File: src/rtl/rfsh_pkg.sv
// Package: shared types for the refresh scheduler.
// Assumes: the bank count is a power of two, so bank pointers wrap naturally.
package rfsh_pkg;
    typedef enum logic {
        MODE_ALL = 1'b0,
        MODE_PB  = 1'b1
    } rfsh_mode_e;
endpackage

File: src/rtl/rfsh_interval_timer.sv
// Module: rfsh_interval_timer
// Produces a one-cycle refresh credit pulse. In whole-device mode the period is
// trefi; in single-bank mode it is trefi divided by the bank count. The credited
// bank rotates once per pulse in single-bank mode.
// Assumes: the bank count is 2**BANK_W; a period of zero is treated as one.
module rfsh_interval_timer #(
    parameter int unsigned CNT_W  = 16,
    parameter int unsigned BANK_W = 3
) (
    input  logic              clk,
    input  logic              rst_n,
    input  logic              per_bank,
    input  logic [CNT_W-1:0]  trefi,
    output logic              tick,
    output logic [BANK_W-1:0] tick_bank
);
    logic [CNT_W-1:0] period;
    logic [CNT_W-1:0] last_val;
    logic [CNT_W-1:0] cnt_q;
    logic [BANK_W-1:0] ptr_q;

    // Pick the period for the current mode and compute its terminal value.
    always_comb begin
        period   = per_bank ? (trefi >> BANK_W) : trefi;
        last_val = (period == '0) ? '0 : period - 1'b1;
        tick     = (cnt_q >= last_val);
    end

    // Count cycles inside one interval; restart on each credit pulse.
    always_ff @(posedge clk) begin
        if (!rst_n) begin
            cnt_q <= '0;
        end else if (tick) begin
            cnt_q <= '0;
        end else begin
            cnt_q <= cnt_q + 1'b1;
        end
    end

    // Move the credited bank forward after each single-bank pulse.
    always_ff @(posedge clk) begin
        if (!rst_n) begin
            ptr_q <= '0;
        end else if (tick && per_bank) begin
            ptr_q <= ptr_q + 1'b1;
        end
    end

    assign tick_bank = ptr_q;
endmodule

File: src/rtl/rfsh_debt_ledger.sv
// Module: rfsh_debt_ledger
// Keeps the owed-refresh counts: one per bank for single-bank mode and one for
// whole-device mode. Credits add one, grants take one, and counts saturate at
// both ends. Reports which counts are nonzero and which have reached the limit.
// Assumes: a credit and a grant to the same counter in one cycle cancel.
module rfsh_debt_ledger #(
    parameter int unsigned NB     = 8,
    parameter int unsigned BANK_W = 3,
    parameter int unsigned DEBT_W = 4
) (
    input  logic              clk,
    input  logic              rst_n,
    input  logic              per_bank,
    input  logic              tick,
    input  logic [BANK_W-1:0] tick_bank,
    input  logic              grant,
    input  logic              grant_all,
    input  logic [BANK_W-1:0] grant_bank,
    input  logic [DEBT_W-1:0] limit,
    output logic [NB-1:0]     owed_pb,
    output logic [NB-1:0]     urgent_pb,
    output logic              owed_all,
    output logic              urgent_all
);
    localparam logic [DEBT_W-1:0] DMAX = {DEBT_W{1'b1}};

    logic [DEBT_W-1:0] all_q;
    logic              all_inc;
    logic              all_dec;

    for (genvar gi = 0; gi < NB; gi++) begin : g_bank
        logic [DEBT_W-1:0] cnt_q;
        logic              inc;
        logic              dec;

        // Decode whether this bank gains or pays off a refresh this cycle.
        always_comb begin
            inc = tick && per_bank && (tick_bank == BANK_W'(gi));
            dec = grant && !grant_all && (grant_bank == BANK_W'(gi));
        end

        // Update the saturating owed count of this bank.
        always_ff @(posedge clk) begin
            if (!rst_n) begin
                cnt_q <= '0;
            end else begin
                case ({inc, dec})
                    2'b10:   if (cnt_q != DMAX) cnt_q <= cnt_q + 1'b1;
                    2'b01:   if (cnt_q != '0)   cnt_q <= cnt_q - 1'b1;
                    default: cnt_q <= cnt_q;
                endcase
            end
        end

        assign owed_pb[gi]   = (cnt_q != '0);
        assign urgent_pb[gi] = (cnt_q != '0) && (cnt_q >= limit);
    end

    // Decode credit and payment for the whole-device count.
    always_comb begin
        all_inc = tick && !per_bank;
        all_dec = grant && grant_all;
    end

    // Update the saturating whole-device owed count.
    always_ff @(posedge clk) begin
        if (!rst_n) begin
            all_q <= '0;
        end else begin
            case ({all_inc, all_dec})
                2'b10:   if (all_q != DMAX) all_q <= all_q + 1'b1;
                2'b01:   if (all_q != '0)   all_q <= all_q - 1'b1;
                default: all_q <= all_q;
            endcase
        end
    end

    assign owed_all   = (all_q != '0);
    assign urgent_all = (all_q != '0) && (all_q >= limit);
endmodule

File: src/rtl/rfsh_bank_picker.sv
// Module: rfsh_bank_picker
// Rotating priority search. Starting at a given bank and wrapping, it returns the
// first urgent candidate if there is one, and otherwise the first normal one.
// Assumes: the bank count is 2**BANK_W, so the index wraps through overflow.
module rfsh_bank_picker #(
    parameter int unsigned NB     = 8,
    parameter int unsigned BANK_W = 3
) (
    input  logic [BANK_W-1:0] start,
    input  logic [NB-1:0]     cand,
    input  logic [NB-1:0]     cand_urg,
    output logic              found,
    output logic              found_urg,
    output logic [BANK_W-1:0] pick
);
    logic              n_hit;
    logic              u_hit;
    logic [BANK_W-1:0] n_idx;
    logic [BANK_W-1:0] u_idx;
    logic [BANK_W-1:0] idx;

    // Scan all banks in rotating order; keep the first hit of each class.
    always_comb begin
        n_hit = 1'b0;
        u_hit = 1'b0;
        n_idx = '0;
        u_idx = '0;
        idx   = '0;
        for (int k = 0; k < NB; k++) begin
            idx = start + BANK_W'(k);
            if (!u_hit && cand_urg[idx]) begin
                u_hit = 1'b1;
                u_idx = idx;
            end
            if (!n_hit && cand[idx]) begin
                n_hit = 1'b1;
                n_idx = idx;
            end
        end
        found     = n_hit || u_hit;
        found_urg = u_hit;
        pick      = u_hit ? u_idx : n_idx;
    end
endmodule

File: src/rtl/rfsh_busy_timers.sv
// Module: rfsh_busy_timers
// One down-counter per bank for the refresh recovery time. A whole-device grant
// loads every counter with the long time; a single-bank grant loads one counter
// with the short time. A bank is busy while its counter is nonzero.
// Assumes: the two load strobes are never active together.
module rfsh_busy_timers #(
    parameter int unsigned NB     = 8,
    parameter int unsigned BANK_W = 3,
    parameter int unsigned CNT_W  = 16
) (
    input  logic              clk,
    input  logic              rst_n,
    input  logic              load_all,
    input  logic              load_one,
    input  logic [BANK_W-1:0] load_bank,
    input  logic [CNT_W-1:0]  trfc_all,
    input  logic [CNT_W-1:0]  trfc_bank,
    output logic [NB-1:0]     busy
);
    for (genvar gi = 0; gi < NB; gi++) begin : g_tmr
        logic [CNT_W-1:0] cnt_q;

        // Load on grant, otherwise count down to zero.
        always_ff @(posedge clk) begin
            if (!rst_n) begin
                cnt_q <= '0;
            end else if (load_all) begin
                cnt_q <= trfc_all;
            end else if (load_one && (load_bank == BANK_W'(gi))) begin
                cnt_q <= trfc_bank;
            end else if (cnt_q != '0) begin
                cnt_q <= cnt_q - 1'b1;
            end
        end

        assign busy[gi] = (cnt_q != '0);
    end
endmodule

File: src/rtl/rfsh_sched.sv
// Module: rfsh_sched (top)
// Refresh scheduler for single-bank or whole-device refresh. It combines the
// interval timer, the debt ledger, the rotating picker and the busy timers, and
// offers one request at a time. A request completes when ref_gnt is high in the
// same cycle as ref_req.
// Assumes: the mode and timing inputs are static while refreshes are owed;
// NB is a power of two.
module rfsh_sched #(
    parameter int unsigned NB     = 8,
    parameter int unsigned CNT_W  = 16,
    parameter int unsigned DEBT_W = 4,
    localparam int unsigned BANK_W = $clog2(NB)
) (
    input  logic              clk,
    input  logic              rst_n,
    input  logic              cfg_per_bank,
    input  logic [CNT_W-1:0]  cfg_trefi,
    input  logic [CNT_W-1:0]  cfg_trfc_all,
    input  logic [CNT_W-1:0]  cfg_trfc_bank,
    input  logic [DEBT_W-1:0] cfg_postpone,
    input  logic [NB-1:0]     bank_idle,
    input  logic              ref_gnt,
    output logic              ref_req,
    output logic              ref_all,
    output logic [BANK_W-1:0] ref_bank,
    output logic              ref_urgent,
    output logic [NB-1:0]     bank_busy
);
    import rfsh_pkg::*;

    rfsh_mode_e        mode;
    logic              pb;
    logic              tick;
    logic [BANK_W-1:0] tick_bank;
    logic [NB-1:0]     owed_pb;
    logic [NB-1:0]     urgent_pb;
    logic              owed_all;
    logic              urgent_all;
    logic [NB-1:0]     cand;
    logic [NB-1:0]     cand_urg;
    logic              pk_found;
    logic              pk_urg;
    logic [BANK_W-1:0] pk_bank;
    logic [BANK_W-1:0] rr_q;
    logic              all_ok;
    logic              grant;

    assign mode = rfsh_mode_e'(cfg_per_bank);
    assign pb   = (mode == MODE_PB);

    rfsh_interval_timer #(
        .CNT_W (CNT_W),
        .BANK_W(BANK_W)
    ) u_timer (
        .clk      (clk),
        .rst_n    (rst_n),
        .per_bank (pb),
        .trefi    (cfg_trefi),
        .tick     (tick),
        .tick_bank(tick_bank)
    );

    rfsh_debt_ledger #(
        .NB    (NB),
        .BANK_W(BANK_W),
        .DEBT_W(DEBT_W)
    ) u_ledger (
        .clk       (clk),
        .rst_n     (rst_n),
        .per_bank  (pb),
        .tick      (tick),
        .tick_bank (tick_bank),
        .grant     (grant),
        .grant_all (ref_all),
        .grant_bank(ref_bank),
        .limit     (cfg_postpone),
        .owed_pb   (owed_pb),
        .urgent_pb (urgent_pb),
        .owed_all  (owed_all),
        .urgent_all(urgent_all)
    );

    // Form candidate masks: normal banks must be idle, and no bank may be busy.
    always_comb begin
        cand     = owed_pb & bank_idle & ~bank_busy;
        cand_urg = urgent_pb & ~bank_busy;
    end

    rfsh_bank_picker #(
        .NB    (NB),
        .BANK_W(BANK_W)
    ) u_picker (
        .start    (rr_q),
        .cand     (cand),
        .cand_urg (cand_urg),
        .found    (pk_found),
        .found_urg(pk_urg),
        .pick     (pk_bank)
    );

    // Decide the request outputs for the active mode.
    always_comb begin
        all_ok = owed_all && (bank_busy == '0) && ((&bank_idle) || urgent_all);
        if (pb) begin
            ref_req    = pk_found;
            ref_all    = 1'b0;
            ref_bank   = pk_bank;
            ref_urgent = pk_found && pk_urg;
        end else begin
            ref_req    = all_ok;
            ref_all    = 1'b1;
            ref_bank   = '0;
            ref_urgent = all_ok && urgent_all;
        end
        grant = ref_req && ref_gnt;
    end

    // Restart the search at the bank after the one just granted.
    always_ff @(posedge clk) begin
        if (!rst_n) begin
            rr_q <= '0;
        end else if (grant && !ref_all) begin
            rr_q <= ref_bank + 1'b1;
        end
    end

    rfsh_busy_timers #(
        .NB    (NB),
        .BANK_W(BANK_W),
        .CNT_W (CNT_W)
    ) u_busy (
        .clk      (clk),
        .rst_n    (rst_n),
        .load_all (grant && ref_all),
        .load_one (grant && !ref_all),
        .load_bank(ref_bank),
        .trfc_all (cfg_trfc_all),
        .trfc_bank(cfg_trfc_bank),
        .busy     (bank_busy)
    );
endmodule

File: config.mk
export PLATFORM = sky130hd
export DESIGN_NAME = rfsh_sched
export DESIGN_NICKNAME = d
export VERILOG_FILES = /design/src/rtl/rfsh_pkg.sv /design/src/rtl/rfsh_interval_timer.sv /design/src/rtl/rfsh_debt_ledger.sv /design/src/rtl/rfsh_bank_picker.sv /design/src/rtl/rfsh_busy_timers.sv /design/src/rtl/rfsh_sched.sv
export SDC_FILE = /design/constraint.sdc
export NUM_CORES = 1
export LEC_CHECK = 0
export BUFFER_PORTS_ARGS = -buffer_cell sky130_fd_sc_hd__clkbuf_2
export CORE_UTILIZATION = 64
export DETAILED_ROUTE_END_ITERATION = 10
export PLACE_DENSITY = 0.87
export SLEW_MARGIN = 20
export SYNTH_ARGS = -nofsm -noshare
export SYNTH_HDL_FRONTEND = slang
export SYNTH_SLANG_ARGS = --single-unit
File: constraint.sdc
create_clock -name clk -period 8.4 [get_ports clk]
set_input_delay 0.42 -clock clk [delete_from_list [all_inputs] [get_ports clk]]
set_output_delay 0.42 -clock clk [all_outputs]
set_load 0.01 [all_outputs]
==> results of run 1 <==
## synth_stat cells (15+ instances only)
cell | n | area, um2
or4_1 | 26 | 195
or3_1 | 26 | 163
a21o_1 | 25 | 188
and3_1 | 18 | 113
nand3_1 | 76 | 380
nor3_1 | 124 | 621
a21oi_1 | 200 | 1000
buf_2 | 15 | 75.1
nor2_1 | 207 | 777
dfxtp_1 | 186 | 3720
o21a_1 | 18 | 135
xnor2_1 | 85 | 744
o21ai_0 | 77 | 385
ha_1 | 100 | 1250
inv_1 | 70 | 263
and4_1 | 18 | 158
xor2_1 | 61 | 534
clkbuf_1 | 90 | 338
a31oi_1 | 25 | 156
mux2i_1 | 54 | 541
nand2b_1 | 19 | 119
nand2_1 | 197 | 739
nand4_1 | 31 | 194
nor4_1 | 43 | 269
o22ai_1 | 18 | 113
and2_1 | 15 | 93.8
a211oi_1 | 31 | 233
## worst max-delay path by stage
| stage | startpoint | endpoint | slack (ns) | cells after the start |
|---|---|---|---|---|
| after global placement | cfg_postpone[0] | u_ledger.g_bank[1].cnt_q[3]$_SDFFE_PN0P_ | 1.11 | 25 |
| after detailed placement | cfg_postpone[0] | u_ledger.g_bank[1].cnt_q[3]$_SDFFE_PN0P_ | 1.0 | 25 |
| after floorplan | rr_q[0]$_SDFFE_PN0N_ | u_ledger.g_bank[5].cnt_q[3]$_SDFFE_PN0P_ | 1.78 | 28 |
| after global routing | u_ledger.g_bank[5].cnt_q[0]$_SDFFE_PN0P_ | u_ledger.g_bank[1].cnt_q[3]$_SDFFE_PN0P_ | 0.23 | 25 |
| after CTS | u_ledger.g_bank[1].cnt_q[0]$_SDFFE_PN0P_ | u_ledger.g_bank[2].cnt_q[3]$_SDFFE_PN0P_ | 1.06 | 24 |
| final | u_ledger.g_bank[1].cnt_q[0]$_SDFFE_PN0P_ | u_ledger.g_bank[2].cnt_q[3]$_SDFFE_PN0P_ | 0.75 | 24 |
## through the flow
step | util (%) | area, um2 | hold slack [ns] | setup WS [ns]
global route | 70.4 | 17200 | 0.271 | 0.233
global placement | 67.8 | 16600 | 0.457 | 1.11
detailed placement | 67.8 | 16600 | 0.474 | 1.00
floorplan | - | 16000 | 0.437 | 1.78
CTS | 70.4 | 17200 | 0.246 | 1.06
finish | 70.4 | 17200 | 0.246 | 0.755
## critical path: cells and delay by family, from the launching register on
family                   cells  cell delay (ns)
flip-flops                   1             0.41
buffers and inverters        3             0.48
AND/OR/NAND/NOR              8             2.05
adder cells (fa/ha/maj)      3             0.85
XOR/XNOR                     1             0.19
multiplexers                 2             0.48
AO/OA/AOI/OAI                7             3.00
## where the power goes
group,total (mW),internal (mW),switching (mW)
Clock,0.859,0.409,0.450
Combinational,4.40,1.61,2.80
Sequential,1.37,1.12,0.253
Total,6.64,3.14,3.50
## area by class of cell
class,instances,area share [%]
clock buffer,17,2.47
clock inverter,15,1.16
inverter,78,1.71
multi-input combinational,1742,67.2
sequential,186,21.6
tap,324,2.35
timing repair buffer,105,3.46
## kinds of logic (layout without fill, tap and decap cells)
logic type	count (synthesis)	in the layout	synth area share, %
AO/OA/AOI/OAI	555	555	23.0
XOR/XNOR	146	146	7.98
adder cells (fa/ha/maj)	109	109	8.93
buffers and inverters	195	215	4.80
flip-flops	186	186	23.2
multiplexers	73	73	4.99
AND/OR/NAND/NOR	859	859	27.1
## sequential cells by signal, summed over array words and instances, names as in the netlist
signal and flops:
u_ledger.g_bank.cnt_q 32, u_busy.g_tmr.cnt_q 128, rr_q 3, u_timer.tick_bank 3
u_ledger.all_q 4, u_timer.cnt_q 16
## metal layers
| layer | part of all wire, % | GRT usage (%) | routed length [um] | up-vias |
|---|---|---|---|---|
| met5 | 0 | 0 | 0 | - |
| met1 | 37 | 56.4 | 21900 | 8096 |
| met3 | 13 | 9.69 | 7460 | 298 |
| met2 | 43 | 69.3 | 25200 | 1298 |
| li1 | - | - | - | 7875 |
| met4 | 6.9 | 28.9 | 4080 | 0 |
==> reports/metrics.cfg, run 1 <==
[placement]
gp_congestion=1.01
placedCellCount=2435
portBuffers=77
dp_hpwl_mm=41.8

[clock_network]
hold_buffers=0
post_cts_buffers=0
numCtsBuffers=17
cts_root_buffer=clkbuf_16
insertion_delay_ns=0.46
cts_tree=done
cts_sinks=186
clk_path_buf_depth=2
cts_max_level=4
clkTransAtPathRegs_ns=0.08
ctsResizeCount=0

[sta]
slew_headroom_pct=29.1
max_freq_mhz=131
rsz0062_at_grt=no
setup_viol=0
report.final.slew_viol_count=0
period_share_pct=91.0
fin_worst_skew_ns=0.0232
hold_viol=0
worst_slew_pin_slew_ns=1.05
setup_tns_ns=0
finalCriticalPeriod_ns=7.65

[die]
io_pins=78
die_w_um=160
start_util_pct=65.5
num_rows=57
die-area_um2=25700
core_um2=24500
die_h_um=160

[hold_path]
worstHoldStart=cfg_trfc_all[12]
hp-class=input pin to register
hold_end=u_busy.g_tmr[4].cnt_q[12]$_SDFFE_PN0P_
hold_path_depth=3

[run_status]
status=finished, final reports clean

[drt]
via_per_inst=7.12
drt_first_iter_violations=2716
drc_errors=0
via_count=17600
ant_nets=0
wl_per_cell_um=23.8
firstDrtPassIters=9
detail_route.wirelength_mm=58.7

[global_route]
grt_antenna_before_repair=0
grt_pass1_wl_mm=90.0
grt_usage_pct=44.8
grt_pass1_vias=16500
globalRoute.totalOverflow=0
grt_start_max_net_pins=83

[critical_path]
worst_r2r_path_depth=24
cp.arrival_ns=7.94
end_kind=register
max_stage_delay_ns=0.71
cpMaxStageDelayCell=a2111oi_1
crit_type=register to register
regToRegEndpoint=u_ledger.g_bank[2].cnt_q[3]$_SDFFE_PN0P_
reg2reg_from=u_ledger.g_bank[1].cnt_q[0]$_SDFFE_PN0P_
start_kind=register
crit_fanout=22
worstPathRequired_ns=8.70
worstPathCellList=inv_1, ha_1, nand2b_1, a2111oi_1, nor3_1, a32oi_1, mux2i_1, o22ai_1, nand4b_1, a31o_1, nor3_1, nor2_1, ha_1, o211ai_1, nor2_1, buf_4, nand2_1, inv_1, ha_1, a21o_1, a21oi_1, mux2i_1, xor2_1, nor2_1
rrSetupSlack_ns=0.75

[synthesis]
async_reset_ff_share_pct=0
avgSynthCellArea_um2=7.55
yosysSeqAreaShare_pct=23.2
netlist_area_um2=16000
ys_ff_latch=186
synthDistinctLibCells=96
yosysWarnings=0
syn_nets=2296
synth_ff_type=dfxtp_1
syn-instance-count=2123
synth_edf_count=0

[final_layout]
antenna_cells=0
final_cells=2467
area_growth_pct=7.37
final_cell_mix=206 x nor2_1, 200 x a21oi_1, 197 x nand2_1
multi_input_area_um2=11600
layout-drive-gt1-share_pct=9.57
nFillCells=1989
regArea_um2=3720
fin_nets=2303
final_common_cell=nor2_1

[power]
ir_drop_v=0.000241
power_mw=6.64
power_density_nw_per_um2=386
power_leakage_nw=6.87

[job]
drv_cap=0

Power figures use the tool's default switching activity.
==> inputs of run 2 (changes only) <==
--- a/config.mk
+++ b/config.mk
@@ -8,7 +8,7 @@
 export BUFFER_PORTS_ARGS = -buffer_cell sky130_fd_sc_hd__clkbuf_2
 export CORE_UTILIZATION = 64
 export DETAILED_ROUTE_END_ITERATION = 10
-export PLACE_DENSITY = 0.87
+export PLACE_DENSITY_LB_ADDON = 0.05
 export SLEW_MARGIN = 20
 export SYNTH_ARGS = -nofsm -noshare
 export SYNTH_HDL_FRONTEND = slang
==> reports/metrics.cfg, run 2 (same netlist as run 1, synthesis figures left out) <==
[clock_network]
cts_max_level=4  ; unchanged
ctsResizeCount=0  ; unchanged
numCtsBuffers=17  ; unchanged
clk_path_buf_depth=2  ; unchanged
cts_sinks=186  ; unchanged
insertion_delay_ns=0.45  ; about the same
post_cts_buffers=0  ; unchanged
cts_root_buffer=clkbuf_16
hold_buffers=0  ; unchanged
cts_tree=done
clkTransAtPathRegs_ns=0.08  ; about the same

[final_layout]
regArea_um2=3720  ; unchanged
final_cell_mix=206 x nor2_1, 200 x a21oi_1, 197 x nand2_1
antenna_cells=0  ; unchanged
finalCoreUtilization_pct=70.3  ; -0.11 points
multi_input_area_um2=11600  ; unchanged
layout-drive-gt1-share_pct=9.68  ; +0.12 points
final_common_cell=nor2_1
final_cells=2472  ; +0.20%
nFillCells=2013  ; +1.2%
largest_reg_flops=128  ; unchanged
reg_top3=u_busy.g_tmr.cnt_q x128, u_ledger.g_bank.cnt_q x32, u_timer.cnt_q x16
area_growth_pct=7.20
largest_register=u_busy.g_tmr.cnt_q
postLayoutCellArea_um2=17200  ; -0.16%
fin_nets=2308  ; +0.22%

[die]
start_util_pct=65.5  ; unchanged
io_pins=78  ; unchanged
die_h_um=160  ; unchanged
die-area_um2=25700  ; unchanged
die_w_um=160  ; unchanged
core_um2=24500  ; unchanged
num_rows=57  ; unchanged

[power]
swShare_pct=52.1  ; -0.61 points
power_mw=6.57  ; -1.0%
power_leakage_nw=6.86  ; about the same
p_seq_share_pct=21.0  ; +0.3 points
power_frac_comb_pct=66.8  ; +0.4 points
internal_power_mw=3.15  ; +0.25%
power.share.clock_pct=12.2  ; -0.7 points
power_switching_mw=3.42  ; -2.2%
power_density_nw_per_um2=382  ; -0.86%
ir_drop_v=0.000313  ; +30%

[critical_path]
regToRegEndpoint=u_ledger.g_bank[1].cnt_q[3]$_SDFFE_PN0P_
worstPathRequired_ns=8.73  ; +0.03 ns
rrSetupSlack_ns=1.11  ; +0.35 ns
worst_r2r_path_depth=25  ; +4.2%
crit_type=register to register
start_kind=register
end_kind=register
cp.arrival_ns=7.62  ; -0.32 ns
reg2reg_from=u_ledger.g_bank[1].cnt_q[0]$_SDFFE_PN0P_
crit_fanout=26  ; +18%

[sta]
finalCriticalPeriod_ns=7.29  ; -0.351 ns
worst_slew_pin_slew_ns=1.06  ; +0.00874 ns
fin_worst_skew_ns=0.0180  ; -0.00518 ns
rsz0062_at_grt=no
fin_ws_ns=1.11  ; +0.351 ns
setup_tns_ns=0  ; unchanged
hold_viol=0  ; unchanged
setup_viol=0  ; unchanged
worst_hold_slack_ns=0.259  ; +0.0133 ns
report.final.slew_viol_count=0  ; unchanged
max_freq_mhz=137  ; +4.8%
period_share_pct=86.8  ; -4.2 points
slew_headroom_pct=29.2  ; +0.066 points

[drt]
drc_errors=0  ; unchanged
via_per_inst=7.07  ; -0.71%
drt_first_iter_violations=2409  ; -11%
via_count=17500  ; -0.51%
wl_per_cell_um=23.6  ; -0.92%
detail_route.wirelength_mm=58.3  ; -0.72%
ant_nets=0  ; unchanged
firstDrtPassIters=6  ; -3

[hold_path]
hp-class=input pin to register
worstHoldStart=cfg_trfc_all[13]
hold_path_depth=3  ; unchanged
hold_end=u_busy.g_tmr[2].cnt_q[13]$_SDFFE_PN0P_

[run_status]
status=finished, final reports clean

[placement]
dp_hpwl_mm=42.6  ; +1.8%
portBuffers=77  ; unchanged
gp_congestion=1.01  ; -0.14%
dpl_cell_area_um2=16600  ; +0.23%
place_ws_ns=1.27  ; +0.268 ns
placedCellCount=2440  ; +0.21%

[job]
drv_cap=0  ; unchanged

[global_route]
grt_start_max_net_pins=91  ; +9.6%
grt_antenna_before_repair=1  ; +1
grt_pass1_vias=16300  ; -0.95%
grt_pass1_wl_mm=90.4  ; +0.41%
globalRoute.totalOverflow=0  ; unchanged
grt_usage_pct=45.1  ; +0.31 points

==> run 2: worst max path at each step <==
stage,from,end,slack [ns],cells past startpoint
2_1_floorplan,rr_q[0]$_SDFFE_PN0N_,u_ledger.g_bank[5].cnt_q[3]$_SDFFE_PN0P_,1.78,28
3_3_place_gp,cfg_postpone[0],u_ledger.g_bank[1].cnt_q[3]$_SDFFE_PN0P_,1.56,25
3_5_place_dp,cfg_postpone[0],u_ledger.g_bank[1].cnt_q[3]$_SDFFE_PN0P_,1.27,25
4_1_cts,u_ledger.g_bank[1].cnt_q[0]$_SDFFE_PN0P_,u_ledger.g_bank[1].cnt_q[3]$_SDFFE_PN0P_,1.42,25
5_1_grt,u_ledger.g_bank[5].cnt_q[0]$_SDFFE_PN0P_,u_ledger.g_bank[1].cnt_q[3]$_SDFFE_PN0P_,0.63,25
6_report,u_ledger.g_bank[1].cnt_q[0]$_SDFFE_PN0P_,u_ledger.g_bank[1].cnt_q[3]$_SDFFE_PN0P_,1.11,25
==> run 2: layout make-up <==
class,count,area share [%]
sequential,186,21.7
timing repair buffer,110,3.68
tap,324,2.36
clock inverter,13,0.743
clock buffer,19,2.52
multi-input combinational,1742,67.3
inverter,78,1.71
==> run 2: power by group through the flow <==
stage                     registers, mW  logic (mW)  clock network (mW)
after floorplan                    1.32        3.14                   0
after global placement             1.37        4.12                   0
after detailed placement           1.38        4.21                   0
after CTS                          1.36        4.25               0.802
after global routing               1.40        4.75               0.841
final                              1.38        4.39               0.803
==> run 2: routing by layer <==
metal	global-route usage, %	routed length (um)
met5	0	13
met4	27.4	3760
met3	9.74	7090
met2	70.1	25100
met1	57.2	22400
==> run 2: critical path: stages, from the launching register on <==
cell	delay (ns)
dfxtp_1	0.40
inv_1	0.12
ha_1	0.28
nand2b_1	0.14
a2111oi_1	0.71
nor3_1	0.20
a32oi_1	0.61
mux2i_1	0.24
o22ai_1	0.64
nand4b_1	0.46
a31o_1	0.33
nor3_1	0.60
nor2_1	0.22
inv_1	0.13
ha_1	0.17
o211ai_1	0.18
nor2_2	0.14
buf_4	0.32
nand2_1	0.15
inv_1	0.11
ha_1	0.23
a21o_1	0.17
a21oi_1	0.16
mux2i_1	0.23
xor2_1	0.17
nor2_1	0.05
